`config.mk`:
```
export PLATFORM = sky130hd
export DESIGN_NAME = cascade_counter
export DESIGN_NICKNAME = d
export VERILOG_FILES = /design/src/rtl/cnt_pkg.sv /design/src/rtl/cnt_ctrl.sv /design/src/rtl/cnt_next.sv /design/src/rtl/cnt_reg.sv /design/src/rtl/cnt_tc.sv /design/src/rtl/cascade_counter.sv
export SDC_FILE = /design/constraint.sdc
export NUM_CORES = 1
export LEC_CHECK = 0
export ABC_AREA = 0
export CAP_MARGIN = 20
export CELL_PAD_IN_SITES_DETAIL_PLACEMENT = 1
export CELL_PAD_IN_SITES_GLOBAL_PLACEMENT = 1
export CORE_AREA = 2 2 39 41
export CTS_CLUSTER_DIAMETER = 120
export DETAILED_ROUTE_END_ITERATION = 12
export DIE_AREA = 0 0 41 43
export DONT_BUFFER_PORTS = 1
export PLACE_DENSITY_LB_ADDON = 0.1
export SLEW_MARGIN = 20
export SYNTH_ARGS = -nofsm -noshare
export SYNTH_HDL_FRONTEND = slang
export SYNTH_SLANG_ARGS = --single-unit
```
`constraint.sdc`:
```
create_clock -name clk_i -period 1 [get_ports clk_i]
set_input_delay 0.05 -clock clk_i [delete_from_list [all_inputs] [get_ports clk_i]]
set_output_delay 0.05 -clock clk_i [all_outputs]
set_load 0.03 [all_outputs]
```
`src/rtl/cnt_pkg.sv`:
```
package cnt_pkg;
  typedef enum logic [1:0] {
    OP_HOLD  = 2'd0,
    OP_COUNT = 2'd1,
    OP_LOAD  = 2'd2,
    OP_CLEAR = 2'd3
  } cnt_op_e;
endpackage

```
`src/rtl/cnt_ctrl.sv`:
```
module cnt_ctrl
  import cnt_pkg::*;
(
  input  logic    clr_req_i,
  input  logic    load_ni,
  input  logic    en_p_i,
  input  logic    en_t_i,
  output cnt_op_e op_o
);
  // clear > load > count > hold
  always_comb begin
    if (clr_req_i)              op_o = OP_CLEAR;
    else if (!load_ni)          op_o = OP_LOAD;
    else if (en_p_i && en_t_i)  op_o = OP_COUNT;
    else                        op_o = OP_HOLD;
  end
endmodule

```
`src/rtl/cnt_next.sv`:
```
module cnt_next
  import cnt_pkg::*;
#(
  parameter int WIDTH = 4
) (
  input  cnt_op_e          op_i,
  input  logic [WIDTH-1:0] q_i,
  input  logic [WIDTH-1:0] d_i,
  output logic [WIDTH-1:0] nxt_o
);
  always_comb begin
    unique case (op_i)
      OP_CLEAR: nxt_o = '0;
      OP_LOAD:  nxt_o = d_i;
      OP_COUNT: nxt_o = q_i + WIDTH'(1);  // wraps from all ones
      default:  nxt_o = q_i;
    endcase
  end
endmodule

```
`src/rtl/cnt_reg.sv`:
```
module cnt_reg #(
  parameter int WIDTH     = 4,
  parameter bit ASYNC_CLR = 1'b1
) (
  input  logic             clk_i,
  input  logic             rst_ni,
  input  logic [WIDTH-1:0] nxt_i,
  output logic [WIDTH-1:0] q_o
);
  if (ASYNC_CLR) begin : g_async
    always_ff @(posedge clk_i or negedge rst_ni) begin
      if (!rst_ni) q_o <= '0;
      else         q_o <= nxt_i;
    end
    a_r3_async_clear: assert property (@(posedge clk_i) !rst_ni |-> (q_o == '0));
  end else begin : g_sync
    always_ff @(posedge clk_i) q_o <= nxt_i;
    a_r4_sync_clear: assert property (@(posedge clk_i) !rst_ni |=> (q_o == '0));
  end
endmodule

```
`src/rtl/cnt_tc.sv`:
```
module cnt_tc #(
  parameter int WIDTH = 4
) (
  input  logic [WIDTH-1:0] q_i,
  input  logic             en_t_i,
  output logic             tc_o
);
  // look-ahead chain: all ones seen so far, seeded by trickle enable
  logic [WIDTH:0] chain;
  assign chain[0] = en_t_i;
  for (genvar i = 0; i < WIDTH; i++) begin : g_chain
    assign chain[i+1] = chain[i] & q_i[i];
  end
  assign tc_o = chain[WIDTH];
endmodule

```
`src/rtl/cascade_counter.sv`:
```
module cascade_counter
  import cnt_pkg::*;
#(
  parameter int WIDTH     = 4,
  parameter bit ASYNC_CLR = 1'b1
) (
  input  logic             clk_i,
  input  logic             rst_ni,
  input  logic             load_ni,
  input  logic [WIDTH-1:0] data_i,
  input  logic             cnt_en_p_i,
  input  logic             cnt_en_t_i,
  output logic [WIDTH-1:0] count_o,
  output logic             tc_o
);
  cnt_op_e          op;
  logic [WIDTH-1:0] nxt;
  logic             clr_req;

  // async clear acts in the register; sync clear enters the op select
  assign clr_req = ASYNC_CLR ? 1'b0 : !rst_ni;

  cnt_ctrl u_ctrl (
    .clr_req_i (clr_req),
    .load_ni   (load_ni),
    .en_p_i    (cnt_en_p_i),
    .en_t_i    (cnt_en_t_i),
    .op_o      (op)
  );

  cnt_next #(.WIDTH(WIDTH)) u_next (
    .op_i  (op),
    .q_i   (count_o),
    .d_i   (data_i),
    .nxt_o (nxt)
  );

  cnt_reg #(.WIDTH(WIDTH), .ASYNC_CLR(ASYNC_CLR)) u_reg (
    .clk_i  (clk_i),
    .rst_ni (rst_ni),
    .nxt_i  (nxt),
    .q_o    (count_o)
  );

  cnt_tc #(.WIDTH(WIDTH)) u_tc (
    .q_i    (count_o),
    .en_t_i (cnt_en_t_i),
    .tc_o   (tc_o)
  );

  a_r2_load: assert property (@(posedge clk_i) disable iff (!rst_ni)
    !load_ni |=> (count_o == $past(data_i)));
  a_r5_count: assert property (@(posedge clk_i) disable iff (!rst_ni)
    (load_ni && cnt_en_p_i && cnt_en_t_i) |=> (count_o == $past(count_o) + WIDTH'(1)));
  a_r5_hold: assert property (@(posedge clk_i) disable iff (!rst_ni)
    (load_ni && !(cnt_en_p_i && cnt_en_t_i)) |=> $stable(count_o));
  a_r6_wrap: assert property (@(posedge clk_i) disable iff (!rst_ni)
    (tc_o && cnt_en_p_i && load_ni) |=> (count_o == '0));
  a_r7_tc_gated: assert property (@(posedge clk_i) disable iff (!rst_ni)
    tc_o |-> cnt_en_t_i);
endmodule

```
Word level (Yosys, flattened, before mapping)
Cells that the tools add are included.

word-level totals
  flip-flop bits (word level) = 4
  input bits = 9
  output and inout port bits = 5
  word-level logic and storage cells = 14

cells by class
  add/sub/neg operators = 1
  eq/ne operators = 3
  multiplexer cells = 3
  bitwise gates (word level) = 4
  reduce and logical (&&, ||, !) cells = 2

operators by type and width
  kind                 number
  $pmux 4 s3           1
  $add 4x1->4 const B  1
  $and 1x1->1          4
  $eq 2x2->1 const B   2
  $reduce_bool 3->1    1
  $eq 2x1->1 const B   1
  $mux 2               1
  $logic_and 1x1->1    1
  $mux 1               1

Logic depth before layout (Yosys ltp)
Gate-level depths: netlist of run 1.

  depth in word-level cells = 5
  gate-level depth with buffers = 4

By module
Synthesis of run 1 repeated with hierarchy kept, for this count alone.

unflattened totals
  cell total of the unflattened synthesis = 29
  area, all modules = 275.3 µm²

modules (own cells, without submodules)
  module           times used  cells an instance  area each (µm²)  seq. area each (µm²)
  cnt_next         1           19                 143.9            0.0
  cnt_reg          1           4                  100.1            100.1
  cnt_ctrl         1           2                  15.0             0.0
  cnt_tc           1           3                  12.5             0.0
  cascade_counter  1           1                  3.8              0.0

Least setup slack after synthesis of run 1
Ideal clock, no wire load.

  path type = register to register
  start point = reg u_reg.q_o[0]
  end point = reg u_reg.q_o[3]
  arrival time = 1.156 ns
  data required time = 0.918 ns
  slack = -0.238 ns
  stages on the path, launching flop included = 4
  cells stage by stage = dfrtp_1 -> nand3_2 -> or3_1 -> a31oi_1

between the ends
  word-level cells in the longest chain between the ends = 2

ends and longest elaborated chain
  element                   RTL line        source
  start: declaration        cnt_reg.sv:8    output logic [WIDTH-1:0] q_o
  start signal: assignment  cnt_reg.sv:13   else q_o <= nxt_i;
  $add 4x1->4               cnt_next.sv:15  OP_COUNT: nxt_o = q_i + WIDTH'(1);
  $pmux 4 s3                cnt_next.sv:12  unique case (op_i)

Every way passes these cells.
A chain may end at the register's enable or synchronous reset.

Worst setup path in the final report of run 1
  start point = reg u_reg.q_o[0]
  end point = out tc_o

between the ends
  word-level cells in the longest chain between the ends = 4

ends and longest elaborated chain
  element                   RTL line               source
  $and 1x1->1 (4 in a row)  cnt_tc.sv:12           assign chain[i+1] = chain[i] & q_i[i];
  end: declaration          cascade_counter.sv:14  output logic tc_o

Every way passes these cells.

==> impl_metrics.yaml, run 1 <==
run_status:
  status: "finished with violations"
  violations: "negative setup slack"
finish:
  utilization: 0.3020
  regMostFlops: "u_reg.q_o"
  drive_above_1_share: 0.5250
  area_delta_synth_final_pct: 91.95
  largest_reg_flops: 4
  num-nets-final: 52
  antenna_cells: 0
  layout_common_cells: "6 x dlygate4sd3_1, 5 x buf_4, 4 x nor2_1, 4 x dfrtp_2"
  reg_top3: "u_reg.q_o: 4 flops"
  layout_commonest_cell: "dlygate4sd3_1"
flow_run:
  drv_cap: 0
worst_setup_path:
  r2r-start: "u_reg.q_o[1]"
  crit_path_frequent_cell: "buf_6"
  critical_path_class: "flip-flop to output port"
  r2r_setup_slack_ns: -0.03
  start_kind: "flip-flop"
  critical-path-top-delay-family: "flip-flops"
  arrival_ns: 1.03
  crit_path_max_incr_delay_ns: 0.38
  critPathMaxFanout: 3
  end_kind: "output port"
  timing.critical_path.cells: "nand3_2, buf_6, nor2_4, buf_6"
  cp.required_ns: 0.95
  cp.buffers_inverters: 2
  slowest_stage: "dfrtp_2"
  worstReg2RegEnd: "u_reg.q_o[2]"
  rr_worst_depth: 4
power_and_ir_drop:
  ir_worst_vdd_mv: 0.6109
  pwr_density_cell_nw_per_um2: 1457
  pwr-share-clk: 0.328
  seqPwrFrac: 0.334
  switching_share: 0.3148
  p_int_mw: 0.4172
  cellLeakagePower_nw: 0.1699
  pwr-share-comb: 0.337
  p_switching_mw: 0.1917
clock_network:
  cts_root_buffer: "clkbuf_4"
  path_clk_slew_ns: 0.04
  clock_sinks: 4
  insertion_delay_ns: 0.23
  htreeDepth: 1
  clock_path_buffers: 2
  cts_tree: "yes"
  cts_buffers: 3
synthesis:
  yosys-top-cells-area: "dfrtp_1 46%, nor2_1 8.6%, xor2_1 8.0%, a21oi_1 6.9%, ha_1 5.7%"
  synth_nets: 34
  synth.top_cell.area_share: 0.4598
  yosysUniqueCellTypes: 13
  yosysTopAreaCell: "dfrtp_1"
  avgSynthCellArea_sq_um: 9.071
  seq_area_frac_synth: 0.4598
  syn_inst: 24
  yosysWarnings: 0
  netlist_area_sq_um: 217.7
  synth_seq_cells: 4
route:
  vias: 239
  post_drt_wl_per_cell_um: 11.30
  drt-pass1-iter-count: 1
  drc_errors: 0
  wl_um: 633
  antenna_left: 0
  dr.first_iter.drc_count: 0
  vias_per_cell: 4.268
timing:
  hold_viol_final: 0
  worst_slack_ns: -0.07715
  fin_skew_ns: 0.0008514
  tightest_slew_ns: 0.2919
  min_period_ns: 1.077
  drv_slew: 0
  setup_viol: 4
  relSlewSlack: 0.8048
  fmax_mhz: 928.4
  rsz0062_at_grt: "true"
  fin_crit_sh: 1.077
placed_design:
  gp_congestion: 0.6486
  place_worst_setup_slack_ns: -0.04920
  numPortBuffers: 0
min_path:
  hold_class: "input pin to async pin"
floorplanning:
  die_w_um: 41
  num_rows: 14
  ios: 14
  start_util: 0.1573
  die_area_sq_um: 1763
  die_h_um: 43
  core-area_sq_um: 1384
global_routing:
  grt_remaining_overflow: 0
  grt_pass1_wl_mm: 1.028
  antenna_found_initial: 0
  grt_max_degree: 9
  first_global_vias: 277
  grt_usage: 0.08936
-- stage by stage --
stage,setup TNS (ns),hold WS [ns],power [mW],cell area [sq um],cells
2_1_floorplan,-0.2909,-0.2456,0.3037,230.2,24
3_3_place_gp,-0.06726,-0.2455,0.3570,299.0,46
3_5_place_dp,-0.1104,-0.2455,0.3608,299.0,46
4_1_cts,-0.2288,0.08971,0.6121,402.9,55
5_1_grt,-0.3759,0.1121,0.6484,417.9,56
6_report,-0.1411,0.08764,0.6089,417.9,56
-- worst max-delay path by stage --
stage / start / endpoint / slack, ns / depth (start not counted)
after floorplan: u_reg.q_o[1] / u_reg.q_o[3] / -0.1 / 3
after global placement: u_reg.q_o[1] / u_reg.q_o[3] / -0.03 / 3
after detailed placement: u_reg.q_o[1] / u_reg.q_o[3] / -0.05 / 3
after CTS: u_reg.q_o[0] / tc_o / -0.1 / 4
after global routing: u_reg.q_o[0] / tc_o / -0.13 / 4
final: u_reg.q_o[0] / tc_o / -0.08 / 4
-- layout make-up --
class,count,area (sq um)
clock buffer,3,22.52
fill,172,965.9
multi-input combinational,19,138.9
sequential,4,105.1
tap,16,20.02
timing repair buffer,14,131.4
-- power groups by stage --
stage | sequential, mW | clock, mW | combinational, mW
global placement | 0.205 | 0 | 0.152
finish | 0.204 | 0.200 | 0.205
global route | 0.207 | 0.218 | 0.223
floorplan | 0.247 | 0 | 0.0569
detailed placement | 0.206 | 0 | 0.155
CTS | 0.205 | 0.209 | 0.198
-- kinds of logic (layout without fill, tap and decap cells) --
logic type	after synthesis	in the layout	share of synthesized area
adders and majority gates	1	1	0.05746
buffers and inverters	1	17	0.01722
and+or+nand+nor	10	10	0.2184
DFF	4	4	0.4598
xor gates and xnor gates	2	2	0.08047
muxes	1	1	0.04598
AOI/OAI and AO/OA	5	5	0.1207
-- worst reg2reg max path, cell delays in order, from the launching register on --
cell and delay, ns:
dfrtp_2 0.42, ha_2 0.19, nand3_2 0.06, xor2_1 0.15, a21oi_1 0.08
-- layer usage --
layer / part of all wire / global-route usage / routed length [um] / vias to the layer above
met5: 0 / 0 / 0 / -
li1: - / - / - / 113
met3: 0.087 / 0.01571 / 55 / 0
met2: 0.54 / 0.1344 / 344 / 8
met1: 0.37 / 0.09968 / 233 / 118
met4: 0 / 0.08000 / 0 / 0
-- synth_stat cells --
cell / count
dfrtp_1: 4
mux2i_1: 1
nand2_1: 2
a31oi_1: 1
xor2_1: 2
o21ai_0: 1
a21oi_1: 3
ha_1: 1
nand3_1: 1
clkbuf_1: 1
or3_1: 1
nand3_2: 1
nor2_1: 5
-- timing repair --
item,in CTS,in global routing
pin swaps,3,2
setup buffers,0,1
endpoints found under the setup margin,4,5
hold buffers,6,0
gates resized for setup,6,1
endpoints found under the hold margin,8,0
Note: power is estimated with default switching activity, not from simulation.
==> run 2, diff against run 1 <==
Settings changed: SKIP_CTS_REPAIR_TIMING set to 1.
==> impl_metrics.yaml, run 2 (synthesis results as in run 1) <==
floorplanning:
  start_util: 0.1573
  die_h_um: 43
  num_rows: 14
  core-area_sq_um: 1384
  die_area_sq_um: 1763
  die_w_um: 41
  ios: 14
route:
  vias_per_cell: 4.302
  drc_errors: 0
  vias: 228
  dr.first_iter.drc_count: 0
  drt-pass1-iter-count: 1
  wl_um: 634
  antenna_left: 0
  post_drt_wl_per_cell_um: 11.96
finish:
  drive_above_1_share: 0.6486
  antenna_cells: 0
  utilization: 0.2948
  layout.cells.non_filler: 53
  regMostFlops: "u_reg.q_o"
  layout_commonest_cell: "buf_4"
  area_delta_synth_final_pct: 87.36
  reg_top3: "u_reg.q_o: 4 flops"
  largest_reg_flops: 4
  layout_common_cells: "5 x buf_4, 4 x nor2_1, 4 x buf_6, 4 x dfrtp_2, 3 x clkbuf_4"
  num-nets-final: 49
power_and_ir_drop:
  pwr_density_cell_nw_per_um2: 1544
  cellLeakagePower_nw: 0.1649
  p_switching_mw: 0.1972
  pwr-share-comb: 0.355
  pwr-share-clk: 0.317
  p_int_mw: 0.4326
  switching_share: 0.3131
  seqPwrFrac: 0.328
  ir_worst_vdd_mv: 0.6592
global_routing:
  antenna_found_initial: 0
  grt_remaining_overflow: 0
  first_global_vias: 248
  grt_usage: 0.08333
  grt_max_degree: 9
  grt_pass1_wl_um: 931
timing:
  worst_slack_ns: -0.1020
  tightest_slew_ns: 0.2039
  drv_slew: 0
  relSlewSlack: 0.8636
  setup_viol: 5
  fin_crit_sh: 1.102
  min_period_ns: 1.102
  hold_viol_final: 4
  fmax_mhz: 907.4
  whs_ns: -0.1108
  rsz0062_at_grt: "true"
  fin_skew_ns: 0.001357
worst_setup_path:
  crit_path_frequent_cell: "buf_6"
  slowest_stage: "dfrtp_2"
  start_kind: "flip-flop"
  cp.buffers_inverters: 2
  timing.critical_path.cells: "nand3_2, buf_6, nor2_4, buf_6"
  arrival_ns: 1.05
  critPathMaxFanout: 3
  critical_path_class: "flip-flop to output port"
  end_kind: "output port"
  cp.required_ns: 0.95
  critical-path-top-delay-family: "flip-flops"
  crit_path_max_incr_delay_ns: 0.40
clock_network:
  clock_path_buffers: 2
  htreeDepth: 1
  path_clk_slew_ns: 0.04
  insertion_delay_ns: 0.23
  cts_tree: "yes"
  cts_root_buffer: "clkbuf_4"
  clock_sinks: 4
  cts_buffers: 3
run_status:
  status: "finished with violations"
  violations: "negative hold slack, negative setup slack"
placed_design:
  place_inst: 46
  numPortBuffers: 0
  gp_congestion: 0.6486
flow_run:
  drv_cap: 0
min_path:
  hold_class: "input pin to flip-flop"
## run 2: cell types whose count changed in the layout (fill, tap and decap cells not counted), sizes merged
| cell | change |
|---|---|
| buf | +2 |
| dlygate4sd3 | -5 |
## run 2: routing by layer
layer  track usage  up-vias  share of wire  wire [um]
met5             0        -              0          0
met4       0.08000        0              0          0
met3       0.01571        0          0.087         55
met2        0.1219        8           0.54        345
met1       0.09325      113           0.37        233
li1              -      107              -          -
## run 2: worst register-to-register path: stages, from the launching register on
cell and delay [ns]:
dfrtp_2 0.43, buf_6 0.13, ha_4 0.15, nand3_2 0.05
xor2_1 0.14, a21oi_1 0.08
## run 2: area by class of cell
type	instances	area, sq um
Timing Repair Buffer	11	107.6
Tap cell	16	20.02
Clock buffer	3	22.52
Fill cell	169	975.9
Sequential cell	4	105.1
Multi-Input combinational cell	19	152.6
## run 2: stage by stage
stage | total power, mW | TNS [ns] | setup WS [ns] | instance area (sq um) | hold slack [ns]
2_1_floorplan | 0.3037 | -0.2909 | -0.09552 | 230.2 | -0.2456
3_3_place_gp | 0.3570 | -0.06726 | -0.03438 | 299.0 | -0.2455
3_5_place_dp | 0.3608 | -0.1104 | -0.04920 | 299.0 | -0.2455
4_1_cts | 0.5696 | -0.3145 | -0.1749 | 321.6 | -0.4968
5_1_grt | 0.6678 | -0.6147 | -0.1451 | 407.9 | -0.1187
6_report | 0.6298 | -0.4014 | -0.1020 | 407.9 | -0.1108
## run 2: worst paths after layout
kind | startpoint | endpoint | slack (ns) | cells after the start
max | u_reg.q_o[0] | tc_o | -0.10 | 4
min | load_ni | u_reg.q_o[0] | -0.11 | 1
max reg2reg | u_reg.q_o[1] | u_reg.q_o[2] | -0.10 | 5
min reg2reg | u_reg.q_o[3] | u_reg.q_o[3] | 0.56 | 2
max in group asynchronous | rst_ni | u_reg.q_o[0] | 0.71 | 1
min in group asynchronous | rst_ni | u_reg.q_o[1] | 0.10 | 1
## run 2: power groups by stage
stage	clock [mW]	sequential (mW)	combinational [mW]
3_5_place_dp	0	0.206	0.155
2_1_floorplan	0	0.247	0.0569
6_report	0.200	0.207	0.223
3_3_place_gp	0	0.205	0.152
4_1_cts	0.209	0.204	0.157
5_1_grt	0.218	0.209	0.241
==> run 3, diff against run 2 <==
Settings changed: PLACE_DENSITY set to 0.46, PLACE_DENSITY_LB_ADDON 0.1 to not set, REMOVE_ABC_BUFFERS set to 1.
==> impl_metrics.yaml, run 3 (synthesis results as in run 1) <==
run_status:
  status: "finished with violations"
  violations: "negative hold slack, negative setup slack"
timing:
  min_period_ns: 1.106
  fin_crit_sh: 1.106
  tightest_slew_ns: 0.1597
  fin_skew_ns: 0.0007071
  worst_slack_ns: -0.1061
  relSlewSlack: 0.8905
  hold_viol_final: 4
  drv_slew: 0
  fmax_mhz: 904.1
  fin_setup_tns_ns: -0.2569
  setup_viol: 4
  whs_ns: -0.02606
  rsz0062_at_grt: "true"
worst_setup_path:
  critPathMaxFanout: 3
  start_kind: "flip-flop"
  arrival_ns: 1.06
  timing.critical_path.cells: "buf_4, nand2_1, nor2_4, buf_6"
  crit_path_max_incr_delay_ns: 0.33
  cp.required_ns: 0.95
  end_kind: "output port"
  r2r-start: "u_reg.q_o[0]"
  critical_path_class: "flip-flop to output port"
  cp.buffers_inverters: 2
  critical-path-top-delay-family: "flip-flops"
  startpoint: "u_reg.q_o[3]"
  slowest_stage: "dfrtp_1"
finish:
  layout_common_cells: "5 x buf_4, 4 x nor2_1, 4 x dfrtp_1"
  fillers: 159
  regMostFlops: "u_reg.q_o"
  layout_commonest_cell: "buf_4"
  num-nets-final: 49
  design_area_sq_um: 372.9
  antenna_cells: 0
  area_delta_synth_final_pct: 71.26
  largest_reg_flops: 4
  final-seq-area_sq_um: 100.1
  drive_above_1_share: 0.4054
  multiInputGateArea_sq_um: 128.9
  reg_top3: "u_reg.q_o: 4 flops"
floorplanning:
  core-area_sq_um: 1384
  ios: 14
  num_rows: 14
  die_h_um: 43
  start_util: 0.1573
  die_area_sq_um: 1763
  die_w_um: 41
clock_network:
  cts_buffers: 3
  insertion_delay_ns: 0.23
  htreeDepth: 1
  cts_tree: "yes"
  clock_path_buffers: 2
  cts_root_buffer: "clkbuf_4"
  clock_sinks: 4
  path_clk_slew_ns: 0.04
power_and_ir_drop:
  pwr_density_cell_nw_per_um2: 1566
  ir_worst_vdd_mv: 0.3639
  cellLeakagePower_nw: 0.1587
global_routing:
  antenna_found_initial: 0
  first_global_vias: 238
  grt_usage: 0.08274
  grt_pass1_wl_um: 883
  grt_remaining_overflow: 0
  grt_max_degree: 9
flow_run:
  drv_cap: 0
route:
  post_drt_wl_per_cell_um: 11.23
  drt-pass1-iter-count: 2
  wl_um: 595
  antenna_left: 0
  vias_per_cell: 4.170
  vias: 221
  drc_errors: 0
  dr.first_iter.drc_count: 1
min_path:
  min_from: "load_ni"
  hold_class: "input pin to flip-flop"
placed_design:
  placed_area_sq_um: 286.5
  numPortBuffers: 0
  gp_congestion: 0.6812
## run 3: through the flow
step	cells	total power [mW]	worst slack, ns	util	hold slack [ns]
after floorplan	23	0.2922	-0.2380	-	-0.2456
after global placement	46	0.3525	-0.08290	0.2071	-0.2455
after detailed placement	46	0.3561	-0.08588	0.2071	-0.2455
after CTS	49	0.5621	-0.1930	0.2233	-0.4965
after global routing	53	0.6272	-0.1791	0.2694	0.003592
final	53	0.5838	-0.1061	0.2694	-0.02606
## run 3: routing by layer
layer  GRT usage  routed length, um  vias up
met3     0.05236                 73        0
met1     0.07190                216      100
met2      0.1188                304       11
met5           0                  0        -
li1            -                  -      110
met4     0.08000                  0        0
## run 3: final timing paths
path | to | slack [ns] | cells after the start
min | u_reg.q_o[3] | -0.03 | 2
min reg2reg | u_reg.q_o[3] | 0.54 | 2
max reg2reg | u_reg.q_o[3] | -0.06 | 3
max in group asynchronous | u_reg.q_o[2] | 0.74 | 1
max | tc_o | -0.11 | 4
min in group asynchronous | u_reg.q_o[1] | 0.09 | 1
## run 3: report_power, final
group	total [mW]	switching (mW)	leakage (nW)	internal [mW]
sequential	0.199	0.0173	0.0448	0.182
combinational	0.192	0.102	0.100	0.0900
clock	0.193	0.0591	0.0138	0.134
## run 3: worst reg2reg max path, stage by stage, from the launching register on
cell,delay (ns)
dfrtp_1,0.39
nand3_2,0.11
or3_1,0.35
a31oi_1,0.13
## run 3: layout make-up
type / count / share of cell area
Tap cell: 16 / 0.05369
Clock buffer: 3 / 0.06040
Timing Repair Buffer: 11 / 0.2718
Multi-Input combinational cell: 19 / 0.3456
Sequential cell: 4 / 0.2685
